--- config.mk ---
export PLATFORM = sky130hd
export DESIGN_NAME = fan_pwm_gen
export DESIGN_NICKNAME = d
export VERILOG_FILES = /design/src/rtl/fanpwm_pkg.sv /design/src/rtl/fanpwm_shadow.sv /design/src/rtl/fanpwm_prescaler.sv /design/src/rtl/fanpwm_period_cnt.sv /design/src/rtl/fan_pwm_gen.sv
export SDC_FILE = /design/constraint.sdc
export NUM_CORES = 1
export LEC_CHECK = 0
export ABC_AREA = 1
export BUFFER_PORTS_ARGS = -buffer_cell sky130_fd_sc_hd__buf_2
export CORE_MARGIN = 5
export CORE_UTILIZATION = 56
export CTS_CLUSTER_SIZE = 24
export DETAILED_ROUTE_END_ITERATION = 8
export HOLD_SLACK_MARGIN = 0.12
export PLACE_DENSITY = 0.76
export SYNTH_ARGS = -nofsm -noshare
export SYNTH_HDL_FRONTEND = slang
export SYNTH_SLANG_ARGS = --single-unit
export TNS_END_PERCENT = 1
--- constraint.sdc ---
create_clock -name clk -period 4.9 [get_ports clk]
set_clock_uncertainty 0.2 [all_clocks]
set_input_delay 0.98 -clock clk [delete_from_list [all_inputs] [get_ports clk]]
set_output_delay 0.98 -clock clk [all_outputs]
set_load 0.02 [all_outputs]
--- src/rtl/fanpwm_pkg.sv ---
package fanpwm_pkg;

  localparam int DIVH_W = 4;
  localparam int DIVL_W = 8;
  localparam int PT_W   = 8;
  // widest quantum: (2^DIVL_W) << (2^DIVH_W - 1)
  localparam int QW     = DIVL_W + 1 + (1 << DIVH_W) - 1;

  typedef struct packed {
    logic [DIVH_W-1:0] div_hi;
    logic [DIVL_W-1:0] div_lo;
    logic [PT_W-1:0]   period;
    logic [PT_W-1:0]   rise;
    logic [PT_W-1:0]   fall;
  } cfg_t;

  // quantum length in clock cycles
  function automatic logic [QW-1:0] quantum_len(input logic [DIVH_W-1:0] h,
                                                input logic [DIVL_W-1:0] l);
    logic [QW-1:0] base;
    base = QW'(l) + QW'(1);
    return base << h;
  endfunction

  // active window test, wrapping when rise > fall, always on when equal
  function automatic logic in_window(input logic [PT_W-1:0] q,
                                     input logic [PT_W-1:0] r,
                                     input logic [PT_W-1:0] f);
    if (r == f)     return 1'b1;
    else if (r < f) return (q >= r) && (q < f);
    else            return (q >= r) || (q < f);
  endfunction

endpackage

--- src/rtl/fanpwm_shadow.sv ---
module fanpwm_shadow
  import fanpwm_pkg::*;
(
  input  logic clk,
  input  logic rst_n,
  input  logic clk_en,
  input  logic sync_off,
  input  logic boundary,
  input  cfg_t cfg_raw,
  output cfg_t cfg_eff
);

  cfg_t shadow_q;
  logic load;

  // capture at period end, while stopped, or continuously when bypassed
  assign load = !clk_en || boundary || sync_off;

  always_ff @(posedge clk) begin
    if (!rst_n)    shadow_q <= '0;
    else if (load) shadow_q <= cfg_raw;
  end

  assign cfg_eff = sync_off ? cfg_raw : shadow_q;

endmodule

--- src/rtl/fanpwm_prescaler.sv ---
module fanpwm_prescaler
  import fanpwm_pkg::*;
(
  input  logic              clk,
  input  logic              rst_n,
  input  logic              clk_en,
  input  logic [DIVH_W-1:0] div_hi,
  input  logic [DIVL_W-1:0] div_lo,
  output logic              tick
);

  logic [QW-1:0] pre_q;
  logic [QW-1:0] last_idx;

  assign last_idx = quantum_len(div_hi, div_lo) - QW'(1);
  // >= keeps the count bounded if the quantum shrinks mid-count
  assign tick     = clk_en && (pre_q >= last_idx);

  always_ff @(posedge clk) begin
    if (!rst_n)       pre_q <= '0;
    else if (!clk_en) pre_q <= '0;
    else if (tick)    pre_q <= '0;
    else              pre_q <= pre_q + QW'(1);
  end

endmodule

--- src/rtl/fanpwm_period_cnt.sv ---
module fanpwm_period_cnt
  import fanpwm_pkg::*;
(
  input  logic            clk,
  input  logic            rst_n,
  input  logic            clk_en,
  input  logic            tick,
  input  logic [PT_W-1:0] period,
  output logic [PT_W-1:0] qcnt,
  output logic            boundary
);

  logic [PT_W-1:0] q_r;

  assign boundary = tick && (q_r >= period);
  assign qcnt     = q_r;

  always_ff @(posedge clk) begin
    if (!rst_n)        q_r <= '0;
    else if (!clk_en)  q_r <= '0;
    else if (boundary) q_r <= '0;
    else if (tick)     q_r <= q_r + PT_W'(1);
  end

endmodule

--- src/rtl/fan_pwm_gen.sv ---
module fan_pwm_gen
  import fanpwm_pkg::*;
(
  input  logic              clk,
  input  logic              rst_n,
  input  logic              clk_en,
  input  logic              pin_en,
  input  logic              invert,
  input  logic              sync_off,
  input  logic [DIVH_W-1:0] div_hi,
  input  logic [DIVL_W-1:0] div_lo,
  input  logic [PT_W-1:0]   period_q,
  input  logic [PT_W-1:0]   rise_pt,
  input  logic [PT_W-1:0]   fall_pt,
  output logic              pwm_o,
  output logic              pwm_status
);

  cfg_t            cfg_raw;
  cfg_t            cfg_eff;
  logic            q_tick;
  logic            p_wrap;
  logic [PT_W-1:0] q_cnt;
  logic [PT_W-1:0] rise_eff;
  logic [PT_W-1:0] fall_eff;
  logic            wave_act;

  assign cfg_raw = '{div_hi: div_hi, div_lo: div_lo, period: period_q,
                     rise: rise_pt, fall: fall_pt};

  fanpwm_shadow u_shadow (
    .clk      (clk),
    .rst_n    (rst_n),
    .clk_en   (clk_en),
    .sync_off (sync_off),
    .boundary (p_wrap),
    .cfg_raw  (cfg_raw),
    .cfg_eff  (cfg_eff)
  );

  fanpwm_prescaler u_pre (
    .clk    (clk),
    .rst_n  (rst_n),
    .clk_en (clk_en),
    .div_hi (cfg_eff.div_hi),
    .div_lo (cfg_eff.div_lo),
    .tick   (q_tick)
  );

  fanpwm_period_cnt u_per (
    .clk      (clk),
    .rst_n    (rst_n),
    .clk_en   (clk_en),
    .tick     (q_tick),
    .period   (cfg_eff.period),
    .qcnt     (q_cnt),
    .boundary (p_wrap)
  );

  assign rise_eff = cfg_eff.rise;
  assign fall_eff = cfg_eff.fall;

  // run gate acts combinationally so a stop cuts the period at once
  assign wave_act   = clk_en && in_window(q_cnt, rise_eff, fall_eff);
  assign pwm_status = wave_act ^ invert;
  assign pwm_o      = pin_en ? pwm_status : invert;

endmodule

==> flow_summary.ini, run 1 <==
[drt]
wl_per_cell_um = 14.0
wl_um = 17100
top_layer_used = met4
wl_met3_um = 841
ant_nets = 0
drt-initial-drc-count = 443
drcViolationCount = 0
vias = 6732
via_per_inst = 5.52
met2WireLength_um = 8180
wl_met1_um = 7710
drt-pass1-iter-count = 5

[global_route]
antenna_found_initial = 0
grt_pass1_vias = 6089
grt_max_degree = 38
grt-ovfl-total = 0
track_usage_pct = 25.0
grt_pass1_wl_um = 27500

[logic_synthesis]
yosysMostFrequentCell = nand2_1
synth-simple-area-share_pct = 43.4
async_reset_ff_share_pct = 0
synthFlopType = dfxtp_1
yosys-top-cells-count = nand2_1, nor2_1, nand3_1, inv_1, dfxtp_1
synth_compound_area_share_pct = 9.95
synth_top_family_by_area = simple AND/OR/NAND/NOR gates
synth_area_leader_cell = dfxtp_1
synth-edff-count = 0
syn-mean-instance-area_sq_um = 6.52
yosys-mux-area-fraction_pct = 2.22
synthAdderAreaFrac_pct = 11.7
ys_seq_elements = 68
synth_area_sq_um = 6330
yosys.area_share.xor_xnor_pct = 2.63
yosys-top-cells-area = dfxtp_1, nand2_1, ha_1
syn_inst = 970
syn-num-nets = 1071
synth_warnings = 0
ys_seq_area_share_pct = 21.5
synth_top_area_share_pct = 21.5
synth_cell_type_count = 44

[sta]
holdWs_ns = 0.276
period_minus_slack_ns = 4.67
slew_headroom_pct = 60.5
worst_pin_slew_ns = 0.593
slew_violations = 0
tns_ns = 0
fmax_mhz = 214
finalCritPeriodShare_pct = 95.4
finalSetupViolCount = 0
hold_viol = 0
worst_slack_ns = 0.227

[critical_path]
slowest_delay_ns = 0.29
critPathArrivalTime_ns = 4.70
critPathBufInv = 8
path_max_fanout = 14
cp.required_ns = 4.93
criticalPathCategory = in2reg
r2r_slack_ns = 0.73
worst_r2r_path_depth = 30
critPathSlowestCell = ha_1
cpMostUsedCell = nand2_1
crit_family = simple AND/OR/NAND/NOR gates
start_kind = input pin
end_kind = flip-flop
cp.depth = 36

[clocking]
hold_buffers = 0
clock-sinks = 68
clk_latency_ns = 0.34
clock_path_buffers = 2
cts_root_buffer = clkbuf_16
numCtsBuffers = 9
path_clk_slew_ns = 0.06
cts_tree = built
htreeDepth = 3

[layout]
area_growth_pct = 25.8
diodes = 0
layout-drive-gt1-share_pct = 27.7
num-fill-cells = 890
nets = 1175

[die]
rows = 38
die_w_um = 116
chipHeight_um = 116
dieArea_sq_um = 13500
core_area_sq_um = 10900
start_util_pct = 57.8
ios = 44

[placement]
port_buffers = 43
dp_slack_ns = -0.244
gp_congestion = 0.899
dp_hpwl_um = 12500

[hold_path]
hold_depth = 1
hold_class = reg2reg

[job]
maxCapViolations = 0

[outcome]
status = finished, final reports clean

[power_and_ir_drop]
leakagePower_nw = 3.74
ir_drop_uv = 269
power_density_nw_per_um2 = 259
-- layer usage --
layer  track usage, %  vias up
met1             32.7     3073
met4             6.73        0
met2             42.3      192
met3             4.46       40
li1                 -     3427
met5                0        -
-- metrics by stage --
stage          util [%]  power, W  instance area (sq um)  cells
6_report           72.8   0.00206                   7960   1219
5_1_grt            72.8   0.00219                   7960   1219
3_3_place_gp       65.9   0.00128                   7210   1199
4_1_cts            68.8   0.00199                   7530   1215
2_1_floorplan         -   0.00105                   6340    970
3_5_place_dp       65.9   0.00129                   7210   1199
-- repair_timing --
item,CTS,global route
gates resized for setup,0,94
endpoints found under the setup margin,0,69
buffers inserted,0,2
-- flip-flops by register name (all words and copies together) (netlist names) --
signal / flops
u_shadow.shadow_q: 36
u_pre.pre_q: 24
u_per.qcnt: 8
-- worst paths after layout --
kind / from / to
min: u_pre.pre_q[0] / u_pre.pre_q[0]
max: sync_off / u_shadow.shadow_q[13]
min reg2reg: u_pre.pre_q[0] / u_pre.pre_q[0]
max reg2reg: u_shadow.shadow_q[24] / u_shadow.shadow_q[13]
-- report_power, final --
group / switching (W) / internal, W / leakage, nW
logic: 0.000452 / 0.000319 / 3.03
clock network: 0.000244 / 0.000459 / 0.153
registers: 0.0000119 / 0.000576 / 0.558
-- area by class of cell --
| class | instances | area (sq um) | share of cell area, % |
|---|---|---|---|
| Multi-Input combinational cell | 775 | 4760 | 59.8 |
| Sequential cell | 68 | 1360 | 17.1 |
| Timing Repair Buffer | 125 | 978 | 12.3 |
| Inverter | 95 | 367 | 4.61 |
| Clock buffer | 12 | 246 | 3.10 |
| Tap cell | 140 | 175 | 2.20 |
| Clock inverter | 4 | 72.6 | 0.912 |
-- kinds of logic (layout without fill, tap and decap cells) --
| group | after synthesis | after routing |
|---|---|---|
| XOR/XNOR | 19 | 19 |
| adder cells (fa/ha/maj) | 59 | 59 |
| flip-flops | 68 | 68 |
| AND/OR/NAND/NOR | 566 | 566 |
| buffers and inverters | 127 | 236 |
| multiplexers | 14 | 14 |
| AO/OA/AOI/OAI | 117 | 117 |
-- cells in the final DEF, fill, tap and decap left out, types with 7 or more instances in the layout --
cell / count
nand2_2: 33
nor3b_1: 12
a21oi_1: 39
buf_2: 42
nand3_2: 42
mux2i_1: 14
nor2_4: 14
nand2_1: 186
buf_12: 7
nor3_1: 12
inv_1: 79
nor2_1: 122
dfxtp_1: 68
xor2_1: 10
buf_4: 70
inv_2: 12
xnor2_1: 9
nand4_1: 22
nor2_2: 21
nand3_1: 68
ha_1: 56
or2_2: 11
o21ai_0: 58
clkbuf_16: 11
Power figures use the tool's default switching activity.
==> run 2, diff against run 1 <==
- ABC_AREA: 1 -> unset
==> run 2 against run 1 <==
Net effect:
- the flow now finishes with violations (negative setup slack)
- first-iteration DRC count up 62%
- routed wire length up 12%
- sequential power is essentially flat
- core utilization rose by 5.3 points
- highest routed layer unchanged
- fmax is 22% lower
- flip-flop and latch count is the same
- synthesized cell count down 25%
- non-clock buffer count grew 77
- global-route usage is 4.4 points higher
- final area fell by 0.11%
- total power fell by 9.9%
==> flow_summary.ini, run 2 <==
[global_route]
grt_pass1_vias = 6636
grt_max_degree = 75
grt-ovfl-total = 0
grt_pass1_wl_um = 30700
track_usage_pct = 29.4
antenna_found_initial = 0

[placement]
dp_slack_ns = -1.55
gp_congestion = 0.930
dp.cells = 999
dp_hpwl_um = 12600
port_buffers = 43

[clocking]
htreeDepth = 3
numCtsBuffers = 9
clock-sinks = 68
path_clk_slew_ns = 0.08
clock_path_buffers = 2
clk_latency_ns = 0.36
cts_tree = built
cts_root_buffer = clkbuf_8
hold_buffers = 0

[sta]
fmax_mhz = 166
hold_viol = 0
rsz0062_at_grt = yes
finalCritPeriodShare_pct = 123
tns_ns = -71.60
slew_violations = 0
slew_headroom_pct = 8.02
worst_slack_ns = -1.11
finalSetupViolCount = 69
period_minus_slack_ns = 6.01
worst_pin_slew_ns = 1.38

[drt]
drt-pass1-iter-count = 5
vias = 6506
via_per_inst = 6.21
wl_um = 19200
ant_nets = 0
wl_per_cell_um = 18.3
drt-initial-drc-count = 718
drcViolationCount = 0

[layout]
regMostFlops = u_shadow.shadow_q
final_common_cell = buf_4
layout-drive-gt1-share_pct = 32.4
area_growth_pct = 37.5
nets = 1007
instances_no_fill = 1047
largest_reg_flops = 36
layout_common_cells = buf_4, nand2_1, nor2_1
diodes = 0

[job]
maxCapViolations = 0

[die]
dieArea_sq_um = 12500
die_w_um = 112
core_area_sq_um = 10200
chipHeight_um = 112
ios = 44
start_util_pct = 56.8
rows = 37

[power_and_ir_drop]
p_seq_share_pct = 31.6
power.switching_w = 0.000634
ir_drop_uv = 215
p_clk_share_pct = 25.3
p_sw_share_pct = 34.1
totalPowerFinal_w = 0.00186
power_density_nw_per_um2 = 234
power_frac_comb_pct = 43.2
intPower_w = 0.00122
leakagePower_nw = 3.58

[critical_path]
reg2reg_to = u_shadow.shadow_q[24]
cp.required_ns = 4.95
start_kind = input pin
crit_path_end = u_shadow.shadow_q[24]
worst_r2r_path_depth = 26
worstReg2RegStart = u_shadow.shadow_q[24]
critPathArrivalTime_ns = 6.05
path_max_fanout = 7
startpoint = sync_off
r2r_slack_ns = -0.73
end_kind = flip-flop
criticalPathCategory = in2reg

[logic_synthesis]
yosys-top-cells-count = nand2_1, nor2_1, dfxtp_1, ha_1, nand3_1
async_reset_ff_share_pct = 0
synth_area_leader_cell = dfxtp_1
synth_cell_type_count = 66
ys_seq_elements = 68
synthFlopType = dfxtp_1
yosys-top-cells-area = dfxtp_1, ha_1, mux2i_1
syn_inst = 730
syn-mean-instance-area_sq_um = 7.92
synth_warnings = 0
synth_area_sq_um = 5780
ys_seq_area_share_pct = 23.5
synth-edff-count = 0
synth_top_area_share_pct = 23.5
yosysMostFrequentCell = nand2_1
syn-num-nets = 831

[hold_path]
hold_class = reg2reg

[outcome]
status = finished, violations left
violations = negative setup slack
==> run 2: cell types whose count changed after synthesis, moves of 11 or more <==
| cell | before | now |
|---|---|---|
| nand2_1 | 202 | 80 |
| inv_1 | 81 | 15 |
| nor2_1 | 139 | 78 |
| nand3_1 | 92 | 54 |
| mux2i_1 | 14 | 38 |
| nand3_2 | 22 | 0 |
| a21oi_1 | 39 | 18 |
| nand2_2 | 21 | 1 |
| xor2_1 | 10 | 30 |
| a21o_1 | 0 | 16 |
| xnor2_1 | 9 | 24 |
| nor3b_1 | 14 | 0 |
| mux2_2 | 0 | 12 |
| inv_2 | 11 | 0 |
==> run 2: how the worst min path moves through the flow <==
stage / startpoint / to / slack, ns / depth (start not counted)
floorplan: u_shadow.shadow_q[0] / u_shadow.shadow_q[0] / 0.23 / 2
global placement: u_shadow.shadow_q[0] / u_shadow.shadow_q[0] / 0.24 / 2
detailed placement: u_shadow.shadow_q[10] / u_shadow.shadow_q[10] / 0.25 / 2
CTS: u_shadow.shadow_q[8] / u_shadow.shadow_q[8] / 0.25 / 2
global route: u_shadow.shadow_q[0] / u_shadow.shadow_q[0] / 0.26 / 2
finish: u_shadow.shadow_q[10] / u_shadow.shadow_q[10] / 0.25 / 2
==> run 2: repair_timing <==
item | in CTS | in global routing
cloned | 5 | 1
pin swaps | 31 | 46
gates resized for setup | 74 | 31
buffers inserted | 22 | 4
endpoints found under the setup margin | 70 | 70
==> run 2: final cells by class <==
cell class                      instances  area [sq um]
Sequential cell                        68          1360
Clock inverter                          4          48.8
Clock buffer                           12           145
Multi-Input combinational cell        610          4550
Fill cell                             649          2230
Inverter                               15          56.3
Tap cell                              136           170
Timing Repair Buffer                  202          1620
==> run 2: cells by family (layout without fill, tap and decap cells) <==
group / count (synthesis) / count (layout) / synth area share, %
xor+xnor: 54 / 54 / 8.18
fa+ha+maj: 59 / 59 / 12.8
mux: 53 / 53 / 9.80
simple gates: 290 / 290 / 23.8
compound gates: 154 / 154 / 18.0
flops: 68 / 68 / 23.5
buf+inv: 52 / 233 / 3.94
==> run 2: per-stage QoR <==
stage | hold slack (ns) | cell area, sq um | util (%)
global route | 0.264 | 7950 | 78.1
global placement | 0.242 | 7070 | 69.4
CTS | 0.252 | 7730 | 75.9
finish | 0.251 | 7950 | 78.1
floorplan | 0.233 | 5920 | -
detailed placement | 0.252 | 7070 | 69.4
==> run 2: power by group through the flow <==
| stage | combinational, W | clock, W | sequential [W] |
|---|---|---|---|
| CTS | 0.000739 | 0.000473 | 0.000585 |
| global placement | 0.000639 | 0 | 0.000596 |
| finish | 0.000802 | 0.000469 | 0.000586 |
| global route | 0.000864 | 0.000502 | 0.000588 |
| detailed placement | 0.000663 | 0 | 0.000598 |
| floorplan | 0.000396 | 0 | 0.000596 |
==> run 2: layer usage <==
layer | part of all wire (%) | global-route usage, %
met3 | 7.7 | 5.22
met2 | 48 | 51.0
met5 | 0 | 0
met4 | 4.5 | 15.2
met1 | 39 | 34.5
==> run 2: critical path: stages <==
cell	delay (ns)
buf_12	0.11
mux2_4	0.31
ha_4	0.20
nand4b_1	0.12
nand2_2	0.09
buf_4	0.15
xor2_1	0.13
buf_4	0.15
o2111a_1	0.22
o2111ai_2	0.12
or2_4	0.25
or3_4	0.39
or3_4	0.37
buf_4	0.16
buf_4	0.13
xor2_2	0.18
ha_1	0.30
o2111ai_1	0.24
a21oi_2	0.11
buf_4	0.15
a2111oi_4	0.39
clkbuf_16	0.22
o21ai_4	0.08
buf_12	0.17
clkbuf_16	0.17
nand3_4	0.06
o21ai_2	0.09
